[src/rtl/lps_pkg.sv]
// Package: shared constants and types for the loop-bounded PC sequencer.
// Assumes: the configuration memory depth is a power of two addressed by the PC.
package lps_pkg;

    // Default PC width; 5 bits address 32 configuration entries.
    localparam int unsigned PC_W_DEF = 5;

    // Source chosen for the next program counter value.
    typedef enum logic [1:0] {
        SRC_HOLD = 2'd0,
        SRC_INC  = 2'd1,
        SRC_WRAP = 2'd2,
        SRC_JUMP = 2'd3
    } pc_src_e;

endpackage : lps_pkg

[src/rtl/lps_bound_regs.sv]
// Module: holds the loop-start and loop-end registers.
// Does:    both bounds reload together from the branch fields when load_i is high.
// Assumes: load_i is already qualified by the step strobe.
module lps_bound_regs #(
    parameter int unsigned PC_W = lps_pkg::PC_W_DEF
) (
    input  logic            clk,
    input  logic            rst_n,
    input  logic            load_i,
    input  logic [PC_W-1:0] start_i,
    input  logic [PC_W-1:0] end_i,
    output logic [PC_W-1:0] start_q,
    output logic [PC_W-1:0] end_q
);

    // Purpose: clear the bounds on reset and reload them on a stepped branch.
    always_ff @(posedge clk) begin
        if (!rst_n) begin
            start_q <= '0;
            end_q   <= '0;
        end else if (load_i) begin
            start_q <= start_i;
            end_q   <= end_i;
        end
    end

endmodule : lps_bound_regs

[src/rtl/lps_next_pc.sv]
// Module: combinational next-PC selector.
// Does:    picks hold, increment, wrap to loop-start, or branch target.
// Assumes: the increment wraps modulo 2**PC_W, and a branch takes priority over
//          the loop-end test.
module lps_next_pc #(
    parameter int unsigned PC_W = lps_pkg::PC_W_DEF
) (
    input  logic                 step_i,
    input  logic                 is_jump_i,
    input  logic                 has_dst_i,
    input  logic [PC_W-1:0]      dst_i,
    input  logic [PC_W-1:0]      new_start_i,
    input  logic [PC_W-1:0]      pc_q,
    input  logic [PC_W-1:0]      start_q,
    input  logic [PC_W-1:0]      end_q,
    output lps_pkg::pc_src_e     src_o,
    output logic [PC_W-1:0]      pc_nxt_o
);

    logic [PC_W-1:0] jump_tgt;
    logic [PC_W-1:0] pc_inc;
    logic            at_end;

    // Purpose: a branch without a named target lands on its own new loop start.
    always_comb jump_tgt = has_dst_i ? dst_i : new_start_i;

    // Purpose: compute the plain successor and the loop-end match.
    always_comb begin
        pc_inc = pc_q + PC_W'(1);
        at_end = (pc_q == end_q);
    end

    // Purpose: classify this cycle's counter update.
    always_comb begin
        if (!step_i)        src_o = lps_pkg::SRC_HOLD;
        else if (is_jump_i) src_o = lps_pkg::SRC_JUMP;
        else if (at_end)    src_o = lps_pkg::SRC_WRAP;
        else                src_o = lps_pkg::SRC_INC;
    end

    // Purpose: steer the chosen value onto the next-PC bus.
    always_comb begin
        unique case (src_o)
            lps_pkg::SRC_HOLD: pc_nxt_o = pc_q;
            lps_pkg::SRC_INC:  pc_nxt_o = pc_inc;
            lps_pkg::SRC_WRAP: pc_nxt_o = start_q;
            lps_pkg::SRC_JUMP: pc_nxt_o = jump_tgt;
            default:           pc_nxt_o = pc_q;
        endcase
    end

endmodule : lps_next_pc

[src/rtl/lps_strobe_regs.sv]
// Module: registers the single-cycle side-effect pulses of a stepped word.
// Does:    predicate clear after a stepped branch, address advance after a
//          stepped word whose trigger flag is set.
// Assumes: inputs are valid when step_i is high and ignored otherwise.
module lps_strobe_regs (
    input  logic clk,
    input  logic rst_n,
    input  logic step_i,
    input  logic is_jump_i,
    input  logic agu_trig_i,
    output logic pred_clr_q,
    output logic agu_step_q
);

    // Purpose: each pulse lasts one cycle because it is recomputed every cycle.
    always_ff @(posedge clk) begin
        if (!rst_n) begin
            pred_clr_q <= 1'b0;
            agu_step_q <= 1'b0;
        end else begin
            pred_clr_q <= step_i & is_jump_i;
            agu_step_q <= step_i & agu_trig_i;
        end
    end

endmodule : lps_strobe_regs

[src/rtl/loop_pc_sequencer.sv]
// Module: per-PE program counter sequencer with hardware loop bounds.
// Does:    steps a PC through the configuration memory, wraps from loop-end to
//          loop-start, and lets a branch both redirect the PC and reload the bounds.
// Assumes: decoded fields arrive with step_i; all outputs are registered.
module loop_pc_sequencer #(
    parameter int unsigned PC_W = lps_pkg::PC_W_DEF
) (
    input  logic            clk,
    input  logic            rst_n,
    input  logic            step_i,
    input  logic            is_jump_i,
    input  logic            jmp_has_dst_i,
    input  logic [PC_W-1:0] jmp_dst_i,
    input  logic [PC_W-1:0] loop_start_i,
    input  logic [PC_W-1:0] loop_end_i,
    input  logic            agu_trig_i,
    output logic [PC_W-1:0] pc_o,
    output logic            pred_clr_o,
    output logic            agu_step_o
);

    localparam int unsigned DEPTH = 1 << PC_W;

    logic [PC_W-1:0]  pc_q;
    logic [PC_W-1:0]  pc_nxt;
    logic [PC_W-1:0]  ls_q;
    logic [PC_W-1:0]  le_q;
    logic             bound_load;
    lps_pkg::pc_src_e pc_src;

    // Purpose: the bounds reload only on a branch that actually executes.
    always_comb bound_load = step_i & is_jump_i;

    lps_bound_regs #(.PC_W(PC_W)) u_bounds (
        .clk     (clk),
        .rst_n   (rst_n),
        .load_i  (bound_load),
        .start_i (loop_start_i),
        .end_i   (loop_end_i),
        .start_q (ls_q),
        .end_q   (le_q)
    );

    lps_next_pc #(.PC_W(PC_W)) u_next (
        .step_i      (step_i),
        .is_jump_i   (is_jump_i),
        .has_dst_i   (jmp_has_dst_i),
        .dst_i       (jmp_dst_i),
        .new_start_i (loop_start_i),
        .pc_q        (pc_q),
        .start_q     (ls_q),
        .end_q       (le_q),
        .src_o       (pc_src),
        .pc_nxt_o    (pc_nxt)
    );

    lps_strobe_regs u_strobes (
        .clk        (clk),
        .rst_n      (rst_n),
        .step_i     (step_i),
        .is_jump_i  (is_jump_i),
        .agu_trig_i (agu_trig_i),
        .pred_clr_q (pred_clr_o),
        .agu_step_q (agu_step_o)
    );

    // Purpose: program counter register, cleared to entry 0 on reset.
    always_ff @(posedge clk) begin
        if (!rst_n) pc_q <= '0;
        else        pc_q <= pc_nxt;
    end

    // Purpose: expose the counter.
    always_comb pc_o = pc_q;

    // Purpose: the counter must address every configuration entry.
    initial begin
        if (DEPTH != (1 << PC_W)) $error("configuration depth mismatch");
    end

endmodule : loop_pc_sequencer

[config.mk]
export PLATFORM = sky130hd
export DESIGN_NAME = loop_pc_sequencer
export DESIGN_NICKNAME = d
export VERILOG_FILES = /design/src/rtl/lps_pkg.sv /design/src/rtl/lps_bound_regs.sv /design/src/rtl/lps_next_pc.sv /design/src/rtl/lps_strobe_regs.sv /design/src/rtl/loop_pc_sequencer.sv
export SDC_FILE = /design/constraint.sdc
export NUM_CORES = 1
export LEC_CHECK = 0
export BUFFER_PORTS_ARGS = -buffer_cell sky130_fd_sc_hd__buf_2
export CAP_MARGIN = 20
export CORE_UTILIZATION = 40
export DETAILED_ROUTE_END_ITERATION = 10
export HOLD_SLACK_MARGIN = 0.03
export PLACE_DENSITY = 0.68
export SLEW_MARGIN = 20
export SYNTH_ARGS = -nofsm -noshare
export SYNTH_HDL_FRONTEND = slang
export SYNTH_SLANG_ARGS = --single-unit
[constraint.sdc]
create_clock -name clk -period 1.8 [get_ports clk]
set_input_delay 0 -clock clk [delete_from_list [all_inputs] [get_ports clk]]
set_output_delay 0 -clock clk [all_outputs]
set_load 0.05 [all_outputs]
==> flow_metrics.env <==
export IMPL_fin_ws_ns=0.185
export IMPL_syn_inst=101
export IMPL_synth_top_area_share_pct=38.5
export IMPL_grt_max_degree=18
export IMPL_holdPathEnd="pc_o[3]$_SDFFE_PN0P_"
export IMPL_critPathBufInv=0
export IMPL_insertion_delay_ns=0.30
export IMPL_synth_yosys_seq_area_share_pct=38.5
export IMPL_ys_async_sr_fraction_pct=0
export IMPL_cp_slowest_cell="dfxtp_1"
export IMPL_synth_distinct_cells=25
export IMPL_ys_flop_type="dfxtp_1"
export IMPL_endpoint_kind="register"
export IMPL_slowest_delay_ns=0.38
export IMPL_r2r_end="pc_o[4]$_SDFFE_PN0P_"
export IMPL_remaining_drc_errors=0
export IMPL_crit_arrival_ns=1.83
export IMPL_ys_top_cells_by_count="23 x nand2_1, 17 x dfxtp_1, 10 x a21boi_0, 7 x mux2i_1, 6 x o21ai_0"
export IMPL_syn2layout_area_growth_pct=32.3
export IMPL_yosysWarnings=0
export IMPL_via_count=849
export IMPL_power_density_mw_per_mm2=726
export IMPL_rows=16
export IMPL_hold_path_depth=3
export IMPL_cts_sinks=17
export IMPL_finalSetupViolCount=0
export IMPL_reg2reg_depth=5
export IMPL_via_per_inst=5.15
export IMPL_antenna_found_initial=0
export IMPL_path_clk_slew_ns=0.11
export IMPL_port_buffers=27
export IMPL_ant_nets=0
export IMPL_worstHoldStart="jmp_dst_i[3]"
export IMPL_clk_path_buf_depth=2
export IMPL_tns_ns=0
export IMPL_place_ws_ns=0.218
export IMPL_drive_gt1_share_pct=25.4
export IMPL_timing_fmax_mhz=619
export IMPL_finClkSkew_ns=0.00574
export IMPL_h_tree_depth=1
export IMPL_reg2reg_from="pc_o[0]$_SDFFE_PN0P_"
export IMPL_core_mm2=0.00202
export IMPL_slew_violations=0
export IMPL_seqCellArea_um2=340
export IMPL_cts_root_buffer="clkbuf_4"
export IMPL_synth_most_common_cell="nand2_1"
export IMPL_slew_headroom_pct=65.7
export IMPL_die_w_um=49.0
export IMPL_cellLeakagePower_nw=0.527
export IMPL_gp_congestion=0.864
export IMPL_syn_nets=123
export IMPL_synth_top_area_cell="dfxtp_1"
export IMPL_fin_nets=161
export IMPL_dp_hpwl_mm=1.44
export IMPL_path_cells="xor2_1 > nor3_2 > and2_1 > mux2i_1 > a221oi_2"
export IMPL_netlist_area_um2=883
export IMPL_drt_wl_total_mm=2.17
export IMPL_design_die_area_mm2=0.00240
export IMPL_finalCritPeriodShare_pct=89.7
export IMPL_rsz0062_at_grt="no"
export IMPL_period_needed_ns=1.62
export IMPL_synth_area_leaders="dfxtp_1 39%, nand2_1 9.8%, a21boi_0 8.5%, mux2i_1 7.9%, xor2_1 5.0%"
export IMPL_multi_input_area_um2=508
export IMPL_grt_use_total_pct=19.9
export IMPL_die_y_um=49.0
export IMPL_outcome="finished clean"
export IMPL_drv_cap=0
export IMPL_cp_required_ns=2.02
export IMPL_antenna_cells=0
export IMPL_synth_edf_count=0
export IMPL_grt_pass1_vias=841
export IMPL_drt_pass1_iter_count=6
export IMPL_reg2reg_slack_ns=0.18
export IMPL_hold_class="in -> reg"
export IMPL_start_util_pct=43.7
export IMPL_critical_path_class="reg -> reg"
export IMPL_cts_buffers=3
export IMPL_cts_tree="done"
export IMPL_grt_overflow=0
export IMPL_crit_family="simple AND/OR/NAND/NOR gates"
export IMPL_hold_viol=0
export IMPL_avgRoutedWirePerCell_um=13.2
export IMPL_crit_fanout=6
export IMPL_worst_setup_path_start_kind="register"
export IMPL_cts_resized=0
export IMPL_worstMarginPinSlew_ns=0.515
export IMPL_drtIter0Drc=13
export IMPL_grt_pass1_wl_mm=3.64
export IMPL_avgSynthCellArea_um2=8.75
export IMPL_nFillCells=193
export IMPL_ys_seq_elements=17
export IMPL_ir_drop_v=0.000513
export IMPL_ios=28
==> worst register-to-register path: cells and delay by family, from the launching register on <==
family	cells	cell delay, ns
and+or+nand+nor	2	0.57
DFF	1	0.38
AOI/OAI and AO/OA	1	0.26
xor gates and xnor gates	1	0.19
muxes	1	0.13
==> worst max path at each step <==
stage                         startpoint                   end  slack (ns)  cells after the start
finish              pc_o[0]$_SDFFE_PN0P_  pc_o[4]$_SDFFE_PN0P_        0.18                      5
global route        pc_o[3]$_SDFFE_PN0P_  pc_o[3]$_SDFFE_PN0P_        0.02                      5
CTS                 pc_o[0]$_SDFFE_PN0P_  pc_o[4]$_SDFFE_PN0P_        0.18                      5
detailed placement  pc_o[0]$_SDFFE_PN0P_  pc_o[3]$_SDFFE_PN0P_        0.22                      5
global placement    pc_o[0]$_SDFFE_PN0P_  pc_o[3]$_SDFFE_PN0P_        0.29                      5
floorplan           pc_o[0]$_SDFFE_PN0P_  pc_o[3]$_SDFFE_PN0P_        0.05                      6
==> what timing repair did <==
item / 4_1_cts / 5_1_grt
setup buffers: 0 / 0
hold buffers: 12 / 0
hold endpoints to repair: 12 / 0
==> kinds of logic (layout without fill, tap and decap cells) <==
family	count (synthesis)	after routing	synth area share, %
AND/OR/NAND/NOR	35	35	17.6
AO/OA/AOI/OAI	27	27	23.7
flip-flops	17	17	38.5
XOR/XNOR	7	7	6.94
multiplexers	7	7	7.93
buffers and inverters	7	44	3.96
adder cells (fa/ha/maj)	1	1	1.42
==> final cells by class <==
cell class / instances / area share [%]
Multi-Input combinational cell: 77 / 43.5
Sequential cell: 17 / 29.1
Timing Repair Buffer: 39 / 21.8
Tap cell: 27 / 2.89
Clock buffer: 3 / 1.93
Clock inverter: 1 / 0.428
Inverter: 1 / 0.321
==> metal layers <==
metal / up-vias / share of wire [%] / global-route usage, %
li1: 424 / - / -
met1: 395 / 47 / 24.7
met2: 26 / 47 / 33.6
met3: 4 / 4.2 / 4.05
met4: 0 / 1.0 / 7.35
met5: - / 0 / 0
==> report_power, final <==
part / switching [mW] / internal (mW) / total (mW)
Clock: 0.132 / 0.0828 / 0.214
Sequential: 0.0216 / 0.398 / 0.419
Combinational: 0.125 / 0.0903 / 0.215
Total: 0.278 / 0.571 / 0.849
==> placed cells by master (no fill, tap or decap), drive strengths merged, types with 2 or more instances in the layout <==
cell type / n
buf: 27
nand2: 23
dfxtp: 17
dlygate4sd3: 12
a21boi: 10
mux2i: 7
o21ai: 6
xor2: 5
and2: 3
nor2: 3
a31oi: 3
clkbuf: 3
xnor2: 2
a221oi: 2
and3: 2
nand3: 2
a21oi: 2
==> per-stage QoR <==
stage / utilization, % / hold slack (ns) / cell area (µm²) / power (mW) / cells
global placement: 50.5 / 0.231 / 1020 / 0.616 / 149
CTS: 57.8 / 0.0709 / 1170 / 0.846 / 165
finish: 57.8 / 0.0672 / 1170 / 0.849 / 165
global route: 57.8 / 0.0852 / 1170 / 0.893 / 165
detailed placement: 50.5 / 0.235 / 1020 / 0.621 / 149
floorplan: - / 0.145 / 883 / 0.572 / 101
==> sequential cells by signal, summed over array words and instances, names as in the netlist <==
signal                flops
pc_o                      5
u_strobes.agu_step_q      1
u_bounds.end_q            5
u_strobes.pred_clr_q      1
u_bounds.start_q          5
No activity file was read; power rests on OpenSTA's default activity.
